`src/rtl/pq_pkg.sv`:
```
package pq_pkg;

    // Two-bit coalescing state: p is bit 0, q is bit 1.
    typedef struct packed {
        logic q;
        logic p;
    } pq_t;

    typedef struct packed {
        logic lsi;
        pq_t  pq;
    } src_state_t;

    localparam pq_t PQ_IDLE   = '{q: 1'b0, p: 1'b0};
    localparam pq_t PQ_P_ONLY = '{q: 1'b0, p: 1'b1};

    // Save word bit positions.
    localparam int SW_LSI  = 40;
    localparam int SW_MASK = 41;
    localparam int SW_PEND = 42;
    localparam int SW_PRES = 43;
    localparam int SW_QUE  = 44;

    // Message-signalled trigger: old P slides into Q, P set.
    function automatic pq_t msg_trigger(input pq_t s);
        pq_t r;
        r.q = s.p;
        r.p = 1'b1;
        return r;
    endfunction

    // Message-signalled EOI: Q slides into P, Q cleared.
    function automatic pq_t msg_eoi(input pq_t s);
        pq_t r;
        r.q = 1'b0;
        r.p = s.q;
        return r;
    endfunction

    function automatic logic [63:0] pack_save(input src_state_t s);
        logic [63:0] w;
        w          = '0;
        w[SW_LSI]  = s.lsi;
        w[SW_MASK] = 1'b0;
        w[SW_PEND] = s.lsi & s.pq.p;
        w[SW_PRES] = s.pq.p;
        w[SW_QUE]  = s.pq.q;
        return w;
    endfunction

    function automatic src_state_t unpack_save(input logic [63:0] w);
        src_state_t s;
        s.lsi  = w[SW_LSI];
        s.pq.p = w[SW_PRES] | w[SW_PEND];
        s.pq.q = w[SW_QUE];
        return s;
    endfunction

endpackage

```
`src/rtl/pq_src_cell.sv`:
```
module pq_src_cell
    import pq_pkg::*;
(
    input  logic       clk,
    input  logic       rst,
    input  logic       trig_hit,
    input  logic       trig_level,
    input  logic       eoi_hit,
    input  logic       wr_hit,
    input  src_state_t wr_state,
    output src_state_t cur,
    output logic       trig_pres,
    output logic       eoi_pres
);

    src_state_t state_q;
    src_state_t state_d;
    pq_t        after_eoi;
    pq_t        after_trig;
    logic       trig_applied;

    assign cur = state_q;

    // Step 1: EOI on the current state.
    always_comb begin
        after_eoi = state_q.pq;
        if (eoi_hit) begin
            after_eoi = state_q.lsi ? state_q.pq : msg_eoi(state_q.pq);
        end
    end

    assign eoi_pres = eoi_hit & after_eoi.p;

    // Step 2: trigger on the post-EOI state.
    always_comb begin
        after_trig   = after_eoi;
        trig_applied = 1'b0;
        if (trig_hit) begin
            if (state_q.lsi) begin
                if (!trig_level) begin
                    after_trig   = PQ_IDLE;
                    trig_applied = 1'b1;
                end else if (!after_eoi.p) begin
                    after_trig   = PQ_P_ONLY;
                    trig_applied = 1'b1;
                end
            end else if (trig_level) begin
                after_trig   = msg_trigger(after_eoi);
                trig_applied = 1'b1;
            end
        end
    end

    assign trig_pres = trig_applied & (after_trig == PQ_P_ONLY);

    always_comb begin
        if (wr_hit) begin
            state_d = wr_state;
        end else begin
            state_d.lsi = state_q.lsi;
            state_d.pq  = after_trig;
        end
    end

    always_ff @(posedge clk) begin
        if (rst) begin
            state_q <= '0;
        end else begin
            state_q <= state_d;
        end
    end

    // a level-1 trigger on a message source leaves P set.
    p_msg_trig_sets_p_r2: assert property (@(posedge clk) disable iff (rst)
        (trig_hit && trig_level && !state_q.lsi && !wr_hit) |=> state_q.pq.p);

    // a level-0 trigger on a message source is a no-op.
    p_msg_lvl0_noop_r3: assert property (@(posedge clk) disable iff (rst)
        (trig_hit && !trig_level && !state_q.lsi && !eoi_hit && !wr_hit)
        |=> (state_q == $past(state_q)));

    // a level-0 trigger on a level source clears it.
    p_lsi_lvl0_clear_r4: assert property (@(posedge clk) disable iff (rst)
        (trig_hit && !trig_level && state_q.lsi && !wr_hit) |=> (state_q.pq == PQ_IDLE));

    // an EOI alone leaves a level source unchanged.
    p_lsi_eoi_keep_r6: assert property (@(posedge clk) disable iff (rst)
        (eoi_hit && state_q.lsi && !trig_hit && !wr_hit) |=> (state_q == $past(state_q)));

endmodule

```
`src/rtl/pq_present_arb.sv`:
```
module pq_present_arb #(
    parameter int NUM_SRC = 16,
    parameter int IDX_W   = $clog2(NUM_SRC)
) (
    input  logic               clk,
    input  logic               rst,
    input  logic [NUM_SRC-1:0] trig_pres_vec,
    input  logic [NUM_SRC-1:0] eoi_pres_vec,
    input  logic [IDX_W-1:0]   trig_idx,
    input  logic [IDX_W-1:0]   eoi_idx,
    output logic               pres_valid,
    output logic [IDX_W-1:0]   pres_idx
);

    logic any_trig;
    logic any_eoi;

    assign any_trig = |trig_pres_vec;
    assign any_eoi  = |eoi_pres_vec;

    always_ff @(posedge clk) begin
        if (rst) begin
            pres_valid <= 1'b0;
            pres_idx   <= '0;
        end else begin
            pres_valid <= any_trig | any_eoi;
            if (any_trig) begin
                pres_idx <= trig_idx;
            end else if (any_eoi) begin
                pres_idx <= eoi_idx;
            end
        end
    end

    // a trigger-caused present wins the single strobe.
    p_trig_priority_r11: assert property (@(posedge clk) disable iff (rst)
        any_trig |=> (pres_valid && pres_idx == $past(trig_idx)));

    // an EOI replay alone is sent with the EOI index.
    p_eoi_replay_r5: assert property (@(posedge clk) disable iff (rst)
        (any_eoi && !any_trig) |=> (pres_valid && pres_idx == $past(eoi_idx)));

endmodule

```
`src/rtl/pq_save_view.sv`:
```
module pq_save_view
    import pq_pkg::*;
#(
    parameter int NUM_SRC = 16,
    parameter int IDX_W   = $clog2(NUM_SRC)
) (
    input  src_state_t [NUM_SRC-1:0] states,
    input  logic [IDX_W-1:0]         sel,
    output logic [63:0]              word
);

    always_comb begin
        word = '0;
        for (int k = 0; k < NUM_SRC; k++) begin
            if (sel == IDX_W'(k)) begin
                word = pack_save(states[k]);
            end
        end
    end

endmodule

```
`src/rtl/pq_tracker.sv`:
```
module pq_tracker
    import pq_pkg::*;
#(
    parameter int NUM_SRC  = 16,
    parameter int IDX_W    = $clog2(NUM_SRC),
    parameter int RSVD_EOI = 0
) (
    input  logic             clk,
    input  logic             rst,
    input  logic             trig_valid,
    input  logic [IDX_W-1:0] trig_idx,
    input  logic             trig_level,
    input  logic             eoi_valid,
    input  logic [IDX_W-1:0] eoi_idx,
    input  logic             st_wr_en,
    input  logic [IDX_W-1:0] st_idx,
    input  logic [63:0]      st_wdata,
    output logic [63:0]      st_rdata,
    output logic             pres_valid,
    output logic [IDX_W-1:0] pres_idx
);

    localparam logic [IDX_W-1:0] RSVD_IDX = IDX_W'(RSVD_EOI);

    src_state_t [NUM_SRC-1:0] states;
    logic [NUM_SRC-1:0]       trig_pres_vec;
    logic [NUM_SRC-1:0]       eoi_pres_vec;
    src_state_t               wr_state;
    logic                     eoi_ok;
    logic                     unused_wdata_bits;

    assign wr_state          = unpack_save(st_wdata);
    assign unused_wdata_bits = ^{st_wdata[63:45], st_wdata[SW_MASK], st_wdata[39:0]};
    assign eoi_ok            = eoi_valid && (eoi_idx != RSVD_IDX);

    for (genvar i = 0; i < NUM_SRC; i++) begin : g_src
        logic wr_hit;
        logic t_hit;
        logic e_hit;

        assign wr_hit = st_wr_en && (st_idx == IDX_W'(i));
        assign t_hit  = trig_valid && (trig_idx == IDX_W'(i)) && !wr_hit;
        assign e_hit  = eoi_ok && (eoi_idx == IDX_W'(i)) && !wr_hit;

        pq_src_cell u_cell (
            .clk        (clk),
            .rst        (rst),
            .trig_hit   (t_hit),
            .trig_level (trig_level),
            .eoi_hit    (e_hit),
            .wr_hit     (wr_hit),
            .wr_state   (wr_state),
            .cur        (states[i]),
            .trig_pres  (trig_pres_vec[i]),
            .eoi_pres   (eoi_pres_vec[i])
        );
    end

    pq_present_arb #(.NUM_SRC(NUM_SRC), .IDX_W(IDX_W)) u_arb (
        .clk           (clk),
        .rst           (rst),
        .trig_pres_vec (trig_pres_vec),
        .eoi_pres_vec  (eoi_pres_vec),
        .trig_idx      (trig_idx),
        .eoi_idx       (eoi_idx),
        .pres_valid    (pres_valid),
        .pres_idx      (pres_idx)
    );

    pq_save_view #(.NUM_SRC(NUM_SRC), .IDX_W(IDX_W)) u_view (
        .states (states),
        .sel    (st_idx),
        .word   (st_rdata)
    );

    // a reserved-number EOI alone never causes a strobe.
    p_rsvd_eoi_quiet_r7: assert property (@(posedge clk) disable iff (rst)
        (eoi_valid && eoi_idx == RSVD_IDX && !trig_valid) |=> !pres_valid);

    // a state write swallows a lone trigger on the same source.
    p_write_blocks_trig_r12: assert property (@(posedge clk) disable iff (rst)
        (st_wr_en && trig_valid && trig_idx == st_idx && !eoi_valid) |=> !pres_valid);

    // no strobe without an event on the previous edge.
    p_strobe_needs_event_r11: assert property (@(posedge clk) disable iff (rst)
        (!trig_valid && !eoi_valid) |=> !pres_valid);

endmodule

```
`config.mk`:
```
export PLATFORM = sky130hd
export DESIGN_NAME = pq_tracker
export DESIGN_NICKNAME = d
export VERILOG_FILES = /design/src/rtl/pq_pkg.sv /design/src/rtl/pq_src_cell.sv /design/src/rtl/pq_present_arb.sv /design/src/rtl/pq_save_view.sv /design/src/rtl/pq_tracker.sv
export SDC_FILE = /design/constraint.sdc
export NUM_CORES = 1
export LEC_CHECK = 0
export ABC_AREA = 1
export ABC_CLOCK_PERIOD_IN_PS = 2500
export BUFFER_PORTS_ARGS = -buffer_cell sky130_fd_sc_hd__buf_2
export CAP_MARGIN = 5
export CORE_ASPECT_RATIO = 1.1
export CORE_MARGIN = 2
export CORE_UTILIZATION = 38
export CTS_CLUSTER_SIZE = 8
export DETAILED_ROUTE_END_ITERATION = 8
export MAX_ROUTING_LAYER = met4
export PLACE_DENSITY_LB_ADDON = 0.25
export REMOVE_ABC_BUFFERS = 1
export SYNTH_ARGS = -nofsm -noshare
export SYNTH_HDL_FRONTEND = slang
export SYNTH_SLANG_ARGS = --single-unit
```
`constraint.sdc`:
```
create_clock -name clk -period 2.5 [get_ports clk]
set_input_delay 0.5 -clock clk [delete_from_list [all_inputs] [get_ports clk]]
set_output_delay 0.5 -clock clk [all_outputs]
set_load 0.1 [all_outputs]
```
== Yosys cells after proc, flatten, opt, wreduce, memory -nomap -nowiden ==
Index checks and enable logic that the tools add are counted.
Storage, ports and cells
  logic and storage cells: 476
  output and inout bits: 69
  bits in registers: 53
  input bits: 82
Operators by class
  multiplexer cells: 211
  eq/ne operators: 61
  bitwise operators: 50
  reductions and logical operators: 104
Operators with widths (count)
  $mux W45: 16
  $mux W2: 128
  $eq A4 B4 Y1 const B: 24
  $logic_and A1 B1 Y1: 81
  $mux W1: 65
  $and A1 B1 Y1: 48
  $eq A4 B3 Y1 const B: 12
  $eq A2 B1 Y1 const B: 16
  $reduce_or A16 Y1: 2
  $eq A4 B2 Y1 const B: 6
  $logic_not A1 Y1: 16
  $eq A4 B1 Y1 const B: 3
  $logic_not A4 Y1: 3
  $mux W4: 2
  $reduce_bool A4 Y1: 1
  $or A1 B1 Y1: 2
  $reduce_bool A2 Y1: 1

== Longest topological paths before layout ==
Gate-level depths: netlist of the first run.
  depth after elaboration: 17
  mapped depth: 18
  depth with buffers taken out: 18

== Cells and area by module ==
From an unflattened synthesis of the first run, not the netlist that was laid out.
Unflattened totals
  cell total of the unflattened synthesis: 951
  area total of the unflattened synthesis: 5625.4 um2
By module, submodules not included
  pq_src_cell: area an instance 219.0 um2, cells an instance 33, instances 16, sequential area each 60.1 um2
  pq_save_view: area an instance 1151.1 um2, cells an instance 218, instances 1, sequential area each 0.0 um2
  pq_tracker: area an instance 585.6 um2, cells an instance 136, instances 1, sequential area each 0.0 um2
  pq_present_arb: area an instance 385.4 um2, cells an instance 69, instances 1, sequential area each 100.1 um2

== Worst setup path before layout of the first run ==
OpenSTA, ideal clock, no wires.
  kind: input-to-output
  start: input port st_idx[3]
  end: output port st_rdata[42]
  buffers on the path: 0
  slack: -0.116 ns
  data arrival time: 2.116 ns
  required time: 2.000 ns
  stages on the path: 11
  cell sequence: nor2_2 nand2_1 o22ai_1 nor2_1 nand4_1 nand2_1 nand4_1 nand2_1 nand3_1 nor2_1 nand3_1
On the way
  longest elaborated chain between the ends: 17
  elaborated cells on any way between the ends: 32
  classes of those cells: 15 x eq/ne; 16 x mux; 1 x reduce/logical
Ends and longest elaborated chain
  start: declaration: line pq_tracker.sv:16  | input logic [IDX_W-1:0] st_idx,
  $logic_not A4 Y1: line pq_save_view.sv:15  | if (sel == IDX_W'(k)) begin
  $mux W45 (15 in series): line pq_save_view.sv:15
  $mux W45 (*): line pq_save_view.sv:15
  end: declaration: line pq_tracker.sv:18  | output logic [63:0] st_rdata,
Every way passes the cells marked *; elsewhere a longest branch is shown, timed or not.

== Worst setup path after layout of the first run ==
  start: input port st_idx[0]
  end: output port st_rdata[42]
Same word-level chain as after synthesis.

==> impl_metrics.csv, run 1 <==
group,metric,value,unit
floorplan,die_h,125,um
critical_path,worstPathRequired,2.00,ns
grt,antenna_found_initial,0,
timing,max-slew-margin-rel,0.664,
timing,finalSetupViolCount,4,
grt,grt_pass1_wl,26000,um
cts,cts.path.max_buffers,2,
final_layout,nNetsFinal,1061,
logic_synthesis,synth_area_leaders,"dfxtp_1 21%, nand2_1 17%, buf_4 9.3%",
floorplan,row_count,44,
floorplan,io_pins,151,
min_path,hold_class,"in -> reg",
logic_synthesis,synth_ff_type,"dfxtp_1",
power,peakVddDrop,0.304,mV
floorplan,core,13100,sq um
outcome,violations,"setup timing",
critical_path,path_cells,"buf_8 -> nor2_2 -> nand2_8 -> o22ai_1 -> nor2_1 -> nand4_1 -> nand2_1 -> nand4_1 -> nand2_1 -> nand3_2 -> nor2_1 -> nand3_1 -> buf_12",
final_layout,diodes,0,
routing,antenna_left,0,
timing,hold_viol,0,
critical_path,cp_slowest_cell,"nor2_2",
power,power.density,441,nW/um^2
routing,wl_per_cell,14.5,um
outcome,run_status,"finished with violations",
cts,cts.sinks,53,
cts,cts_max_level,2,
cts,cts.clk_slew.worst_paths,0.07,ns
routing,vias,5780,
grt,grt_start_max_net_pins,50,
grt,grt_pass1_vias,4926,
timing,fin_ws,-0.0715,ns
logic_synthesis,syn-cell-area,5080,sq um
logic_synthesis,async_flop_share,0,
logic_synthesis,synth_edf_count,0,
logic_synthesis,yosysTopAreaCell,"dfxtp_1",
grt,grtUsageTotal,0.238,
logic_synthesis,seq_area_frac_synth,0.209,
routing,firstDrtPassIters,5,
cts,cts_tree,"yes",
critical_path,critPathLaunchType,"primary input",
logic_synthesis,yosysUniqueCellTypes,32,
flow_run,maxCapViolCount,0,
logic_synthesis,netlist.area_leader.share,0.209,
critical_path,crit_path_end_kind,"primary output",
floorplan,die-width,114,um
logic_synthesis,yosysWarnings,0,
timing,timing.hold.ws,0.452,ns
power,power_leakage,0.00288,uW
placed_design,gp_congestion,0.962,
placed_design,placed_cell_area,5780,sq um
routing,via_per_inst,5.07,
critical_path,worst-path-max-fanout,5,
timing,period_minus_slack,2.57,ns
logic_synthesis,synth_commonest_cells,"236 x nand2_1, 91 x nor2_1, 82 x inv_1",
floorplan,die_area,14300,sq um
cts,worstSkewPairLatency,0.30,ns
placed_design,dpl.hpwl,12700,um
cts,cts_hold_buf,0,
critical_path,arrival,2.07,ns
final_layout,fillCellCount,1414,
cts,cts-buffers-inserted,5,
timing,tightest_slew,0.504,ns
final_layout,area_delta_synth_final,22.8,%
routing,drc,0,
logic_synthesis,ys_seq_elements,53,
logic_synthesis,avgSynthCellArea,5.82,sq um
critical_path,max_stage_delay,0.24,ns
placed_design,portBuffers,30,
final_layout,design_area,6230,sq um
timing,fin_skew,0.00599,ns
logic_synthesis,synthCells,873,
final_layout,final_util,0.476,
grt,gr-total-overflow,0,
timing,drv_slew,0,
floorplan,start_util,0.388,
timing,rsz0062_at_grt,"yes",
timing,max_freq,389,MHz
cts,cts-root-buf,"clkbuf_16",
routing,drt_wl_total,16500,um
final_layout,drive_above_1_share,0.223,
critical_path,critical_path_class,"in -> out",
routing,first_iter_violations,382,
timing,period_share,1.03,
logic_synthesis,synth_most_common_cell,"nand2_1",
==> routing by layer <==
| metal | global-route usage | up-vias | wire length (um) |
|---|---|---|---|
| li1 | - | 2940 | - |
| met1 | 0.325 | 2555 | 7460 |
| met2 | 0.364 | 252 | 7430 |
| met3 | 0.0257 | 33 | 1060 |
| met4 | 0.0868 | 0 | 546 |
| met5 | - | - | 0 |
==> final cells by class <==
type / instances / area [sq um] / share of cell area
tap: 161 / 201 / 0.0323
inverter: 92 / 355 / 0.0570
timing repair buffer: 123 / 980 / 0.157
multi-input combinational: 704 / 3460 / 0.556
sequential: 53 / 1060 / 0.170
clock inverter: 1 / 30.0 / 0.00482
clock buffer: 7 / 143 / 0.0229
==> worst paths after layout <==
| kind | depth (start not counted) | slack, ns | from | to |
|---|---|---|---|---|
| setup reg to reg | 13 | 0.52 | g_src[7].u_cell.cur[2]$_SDFFE_PP0P_ | u_arb.pres_idx[2]$_SDFFE_PP0P_ |
| hold / removal | 2 | 0.45 | rst | g_src[1].u_cell.cur[0]$_SDFF_PP0_ |
| hold reg to reg | 2 | 0.58 | g_src[0].u_cell.cur[2]$_SDFFE_PP0P_ | g_src[0].u_cell.cur[2]$_SDFFE_PP0P_ |
| setup / recovery | 13 | -0.07 | st_idx[0] | st_rdata[42] |
==> worst max-delay path, delay by kind of cell <==
kind	cells	cell delay, ns
compound gates	1	0.22
simple gates	10	1.06
buf+inv	2	0.30
==> power breakdown <==
| part | switching [uW] | internal [uW] | leakage (uW) |
|---|---|---|---|
| Sequential | 33.7 | 877 | 0.000430 |
| Combinational | 785 | 202 | 0.00236 |
| Clock | 346 | 502 | 0.0000841 |
==> flip-flops by register name, summed over array words and instances (netlist names) <==
name,cells
g_src.u_cell.cur,48
u_arb.pres_idx,4
u_arb.pres_valid,1
==> stage by stage <==
stage | cells | total power (uW) | worst slack, ns | TNS, ns
finish | 1141 | 2750 | -0.0715 | -0.236
global route | 1141 | 2860 | -0.153 | -0.561
CTS | 1137 | 2740 | -0.122 | -0.388
detailed placement | 1124 | 1870 | -0.221 | -1.16
global placement | 1124 | 1870 | -0.194 | -1.03
floorplan | 849 | 1630 | -0.115 | -0.356
==> layout by cell type, fill, tap and decap left out, types with 2 or more instances in the layout <==
cell and n:
buf_8 2, nand2_1 229, nand2_2 24, dfxtp_1 53, nand4_1 22, clkbuf_16 5
nand3b_1 2, nor3_1 6, o211ai_1 3, nor2_2 10, buf_2 22, nor2_1 86
o21ai_1 3, buf_4 85, inv_1 79, buf_6 9, nand3_2 12, conb_1 60
o21a_1 2, inv_2 11, nand3_1 64, inv_6 2, a21oi_1 75, a31oi_1 11
o21ai_0 61, nand3_4 4, nor2_4 12, nand2_4 7, buf_12 5, nand2_8 2
==> cells by family after synthesis <==
family / share of synthesized area
buffers and inverters: 0.181
other: 0.000738
AND/OR/NAND/NOR: 0.441
flip-flops: 0.209
AO/OA/AOI/OAI: 0.169
==> timing repair <==
item                       in CTS  in global routing
resized for setup              36                 22
setup buffers                   6                  5
pin swaps                      21                 25
setup endpoints to repair       4                  6
Note: power is estimated with default switching activity, not from simulation.
==> inputs of run 2 (changes only) <==
--- a/config.mk
+++ b/config.mk
@@ -17,6 +17,7 @@
 export MAX_ROUTING_LAYER = met4
 export PLACE_DENSITY_LB_ADDON = 0.25
 export REMOVE_ABC_BUFFERS = 1
+export SETUP_SLACK_MARGIN = 0.15
 export SYNTH_ARGS = -nofsm -noshare
 export SYNTH_HDL_FRONTEND = slang
 export SYNTH_SLANG_ARGS = --single-unit
==> run 2 against run 1 <==
  * The flow still finishes with violations (setup timing)
  * Global-route usage hardly changed
  * Wire length is 0.27% higher
  * Worst hold slack worse by 0.0024 ns
  * Largest power group unchanged
==> impl_metrics.csv, run 2 (synthesized netlist as in run 1, its figures left out) <==
group,metric,value,unit
placed_design,portBuffers,30,
critical_path,critPathLaunchType,"primary input",
power,power_leakage,0.00289,uW
routing,drt_wl_total,16500,um
floorplan,die_area,14300,sq um
grt,grt_pass1_vias,4953,
grt,grt_use_met3,0.0257,
final_layout,nNetsFinal,1060,
flow_run,maxCapViolCount,0,
routing,via_per_inst,5.05,
critical_path,arrival,2.14,ns
final_layout,fillCellCount,1421,
final_layout,multiInputGateArea,3490,sq um
routing,antenna_left,0,
final_layout,design_area,6240,sq um
critical_path,cp_slowest_cell,"buf_12",
power,p_seq_frac,0.332,
timing,drv_slew,0,
power,intPower,1580,uW
timing,timing.hold.ws,0.449,ns
cts,cts_max_level,2,
timing,hold_viol,0,
timing,rsz0062_at_grt,"yes",
outcome,violations,"setup timing",
power,power.density,440,nW/um^2
timing,tightest_slew,0.512,ns
final_layout,drive_above_1_share,0.225,
min_path,hold_class,"in -> reg",
power,comb_power_share,0.360,
routing,wl_per_cell,14.5,um
grt,gr-usage-met2,0.367,
grt,grtUsageTotal,0.239,
placed_design,gp_congestion,0.962,
timing,fin_skew,0.00730,ns
critical_path,critical_path_class,"in -> out",
timing,max_freq,379,MHz
grt,gr-total-overflow,0,
floorplan,io_pins,151,
final_layout,area_delta_synth_final,22.9,%
grt,top_usage_layer,"met2",
timing,tns,-0.371,ns
cts,cts-buffers-inserted,5,
final_layout,final_util,0.476,
timing,period_share,1.05,
final_layout,largest_reg_flops,48,
cts,worstSkewPairLatency,0.30,ns
timing,finalSetupViolCount,4,
floorplan,start_util,0.388,
cts,cts.sinks,53,
cts,cts.path.max_buffers,2,
critical_path,worst-path-max-fanout,4,
cts,cts-root-buf,"clkbuf_16",
final_layout,regArea,1060,sq um
power,swShare,0.424,
floorplan,die-width,114,um
placed_design,placed_cell_area,5780,sq um
grt,grt_use_met1,0.324,
routing,first_iter_violations,381,
critical_path,path_cells,"buf_8 -> buf_6 -> nand2_8 -> buf_6 -> nor2_4 -> nand2_2 -> o21ai_2 -> inv_1 -> nand4_1 -> nand2_1 -> nand4_1 -> nand2_1 -> nand3_2 -> nor2_1 -> nand3_1 -> buf_12",
routing,drc,0,
timing,period_minus_slack,2.64,ns
cts,cts_hold_buf,0,
placed_design,dpl.hpwl,12700,um
final_layout,layout_commonest_cell,"nand2_1",
grt,grt_start_max_net_pins,50,
power,netSwitchingPower,1170,uW
floorplan,die_h,125,um
final_layout,diodes,0,
outcome,run_status,"finished with violations",
routing,firstDrtPassIters,5,
final_layout,final_cell_mix,"228 x nand2_1, 86 x nor2_1, 84 x buf_4, 80 x inv_1, 74 x a21oi_1",
power,clock_power_share,0.308,
critical_path,worstPathRequired,2.00,ns
floorplan,row_count,44,
grt,grt_pass1_wl,26000,um
grt,antenna_found_initial,0,
timing,max-slew-margin-rel,0.659,
cts,cts_tree,"yes",
timing,fin_ws,-0.136,ns
power,peakVddDrop,0.303,mV
routing,vias,5759,
cts,cts.clk_slew.worst_paths,0.07,ns
critical_path,max_stage_delay,0.19,ns
floorplan,core,13100,sq um
critical_path,crit_path_end_kind,"primary output",
==> run 2: per-layer routing <==
| layer | share of wire | wire [um] | vias to the layer above |
|---|---|---|---|
| met5 | 0 | 0 | - |
| met4 | 0.040 | 669 | 0 |
| met3 | 0.066 | 1090 | 43 |
| met2 | 0.45 | 7380 | 239 |
| met1 | 0.45 | 7400 | 2537 |
| li1 | - | - | 2940 |
==> run 2: path summary, 6_finish.rpt <==
| check | from | to | slack (ns) | depth (start not counted) |
|---|---|---|---|---|
| max reg2reg | g_src[7].u_cell.cur[2]$_SDFFE_PP0P_ | u_arb.pres_idx[2]$_SDFFE_PP0P_ | 0.53 | 13 |
| min | rst | g_src[1].u_cell.cur[0]$_SDFF_PP0_ | 0.45 | 2 |
| max | st_idx[0] | st_rdata[42] | -0.14 | 16 |
| min reg2reg | g_src[0].u_cell.cur[2]$_SDFFE_PP0P_ | g_src[0].u_cell.cur[2]$_SDFFE_PP0P_ | 0.58 | 2 |
==> run 2: critical path, delay by kind of cell <==
kind	cells	cell delay [ns]
AND/OR/NAND/NOR	10	1.00
AO/OA/AOI/OAI	1	0.06
buffers and inverters	5	0.57
==> run 2: repair_timing <==
action	4_1_cts	5_1_grt
setup endpoints to repair	4	9
gates resized for setup	31	28
pin swaps	12	18
buffers inserted	5	3
==> run 2: area by class of cell <==
type,instances,share of cell area
multi-input cells,704,0.558
flip-flops and latches,53,0.170
repair buffers,122,0.155
inverters,92,0.0565
well taps,161,0.0323
clock buffers,7,0.0229
clock inverters,1,0.00481
==> run 2: power groups by stage <==
stage	Sequential, uW	Clock, uW	Combinational, uW
floorplan	986	0	646
global placement	930	0	940
global route	915	898	1040
detailed placement	929	0	942
CTS	910	858	968
finish	911	846	989
==> run 2: stage by stage <==
stage               instances  setup WS (ns)  power [uW]
global route             1140         -0.198        2860
CTS                      1137         -0.110        2740
detailed placement       1124         -0.221        1870
global placement         1124         -0.194        1870
finish                   1140         -0.136        2750
floorplan                 849         -0.115        1630
==> inputs of run 3 (changes only) <==
--- a/config.mk
+++ b/config.mk
@@ -15,7 +15,7 @@
 export CTS_CLUSTER_SIZE = 8
 export DETAILED_ROUTE_END_ITERATION = 8
 export MAX_ROUTING_LAYER = met4
-export PLACE_DENSITY_LB_ADDON = 0.25
+export PLACE_DENSITY = 0.62
 export REMOVE_ABC_BUFFERS = 1
 export SETUP_SLACK_MARGIN = 0.15
 export SYNTH_ARGS = -nofsm -noshare
==> run 3 against run 2 <==
  * The flow now finishes without violations
  * Combinational power is 3.7% lower
  * Non-clock buffer count down 25
  * Via count shrank 3.2%
  * Clock skew down 0.0042 ns
  * Largest cell class unchanged
  * Largest power group unchanged
==> impl_metrics.csv, run 3 (synthesized netlist as in run 1, its figures left out) <==
group,metric,value,unit
outcome,run_status,"finished, final reports clean",
cts,cts_tree,"yes",
critical_path,worstReg2RegEnd,"u_arb.pres_valid$_SDFF_PP0_",
cts,cts-buffers-inserted,5,
final_layout,layout_commonest_cell,"nand2_1",
placed_design,placed_cell_area,5630,sq um
floorplan,io_pins,151,
critical_path,max_stage_delay,0.21,ns
final_layout,largest_reg_flops,48,
timing,max_freq,405,MHz
critical_path,reg2reg_slack,0.57,ns
timing,tightest_slew,0.684,ns
grt,grt_start_max_net_pins,31,
timing,max-slew-margin-rel,0.543,
floorplan,start_util,0.388,
critical_path,cp_slowest_cell,"nor2_4",
cts,cts.path.max_buffers,2,
timing,period_minus_slack,2.47,ns
placed_design,dpl.hpwl,12000,um
timing,finalSetupViolCount,0,
grt,grt_pass1_vias,4881,
routing,wl_per_cell,13.9,um
cts,cts_hold_buf,0,
final_layout,area_delta_synth_final,18.1,%
grt,antenna_found_initial,0,
cts,worstSkewPairLatency,0.30,ns
routing,vias,5577,
routing,first_iter_violations,454,
grt,grt_pass1_wl,24500,um
floorplan,die_h,125,um
routing,drt_wl_total,15500,um
timing,fin_skew,0.00313,ns
final_layout,drive_above_1_share,0.199,
critical_path,critical_path_class,"in -> out",
cts,cts_max_level,2,
routing,drc,0,
min_path,hold_class,"in -> reg",
final_layout,design_area,6000,sq um
flow_run,maxCapViolCount,0,
critical_path,critPathLaunchType,"primary input",
floorplan,row_count,44,
timing,rsz0062_at_grt,"yes",
final_layout,nNetsFinal,1035,
critical_path,reg2reg_depth,13,
power,power_leakage,0.00276,uW
power,power.total,2710,uW
power,power.density,452,nW/um^2
critical_path,crit_path_end_kind,"primary output",
final_layout,fillCellCount,1404,
min_path,min_from,"trig_idx[2]",
final_layout,final_util,0.458,
routing,antenna_left,0,
cts,cts.sinks,53,
floorplan,die-width,114,um
critical_path,worstPathRequired,2.00,ns
critical_path,rr_startpoint,"g_src[4].u_cell.cur[2]$_SDFFE_PP0P_",
floorplan,die_area,14300,sq um
min_path,whs_path_depth,3,
critical_path,arrival,1.97,ns
cts,cts-root-buf,"clkbuf_16",
routing,firstDrtPassIters,5,
final_layout,final_cell_mix,"228 x nand2_1, 84 x nor2_1, 80 x inv_1, 75 x a21oi_1, 67 x nand3_1",
grt,grtUsageTotal,0.221,
power,peakVddDrop,0.227,mV
timing,drv_slew,0,
min_path,holdPathEnd,"u_arb.pres_idx[2]$_SDFFE_PP0P_",
cts,cts.clk_slew.worst_paths,0.07,ns
floorplan,core,13100,sq um
routing,via_per_inst,5.00,
critical_path,path_cells,"buf_6 -> nor2_4 -> nand2_4 -> buf_6 -> o22ai_2 -> nor2_1 -> nand4_1 -> nand2_1 -> nand4_1 -> nand2_1 -> nand3_2 -> nor2_2 -> nand3_2 -> buf_12",
timing,hold_viol,0,
placed_design,gp_congestion,0.982,
grt,gr-total-overflow,0,
final_layout,diodes,0,
timing,period_share,0.987,
placed_design,portBuffers,30,
critical_path,worst-path-max-fanout,6,
run 3: cell types whose count changed in the layout (fill, tap and decap cells not counted), sizes merged:
cell	change
buf	-25
run 3: routing by layer:
layer,routed length [um],track usage
met4,410,0.0789
met1,7080,0.283
met5,0,-
met2,7140,0.358
met3,837,0.0281
run 3: power by group:
group	internal [uW]	total, uW	switching, uW
clock network	502	847	345
registers	877	910	33.3
logic	181	952	770
run 3: layout make-up:
type | count | area (sq um) | area share
flip-flops and latches | 53 | 1060 | 0.177
clock buffers | 7 | 143 | 0.0238
inverters | 92 | 353 | 0.0588
clock inverters | 1 | 30.0 | 0.00501
well taps | 161 | 201 | 0.0336
repair buffers | 97 | 787 | 0.131
multi-input cells | 704 | 3420 | 0.571
run 3: worst max-delay path by stage:
stage,from,to,slack [ns],cells after the start
floorplan,st_idx[3],st_rdata[42],-0.12,11
global placement,st_idx[0],st_rdata[44],-0.12,15
detailed placement,st_idx[0],st_rdata[44],-0.13,15
CTS,st_idx[2],st_rdata[43],0.02,13
global route,st_idx[3],st_rdata[42],-0.05,14
finish,st_idx[3],st_rdata[42],0.03,14
run 3: stage by stage:
step | setup slack, ns | cells | hold slack [ns] | setup TNS (ns)
2_1_floorplan | -0.115 | 849 | 0.473 | -0.356
3_3_place_gp | -0.116 | 1104 | 0.514 | -0.267
3_5_place_dp | -0.133 | 1104 | 0.513 | -0.351
4_1_cts | 0.0192 | 1115 | 0.469 | 0
5_1_grt | -0.0512 | 1115 | 0.490 | -0.136
6_report | 0.0335 | 1115 | 0.473 | 0
run 3: worst max-delay path, delay by kind of cell:
kind            cells  cell delay, ns
buf+inv             3            0.40
compound gates      1            0.12
simple gates       10            0.93
run 3: what timing repair did:
item | CTS | global route
gates resized for setup | 34 | 17
endpoints found under the setup margin | 4 | 6
buffers inserted | 3 | 0
pin swaps | 24 | 12
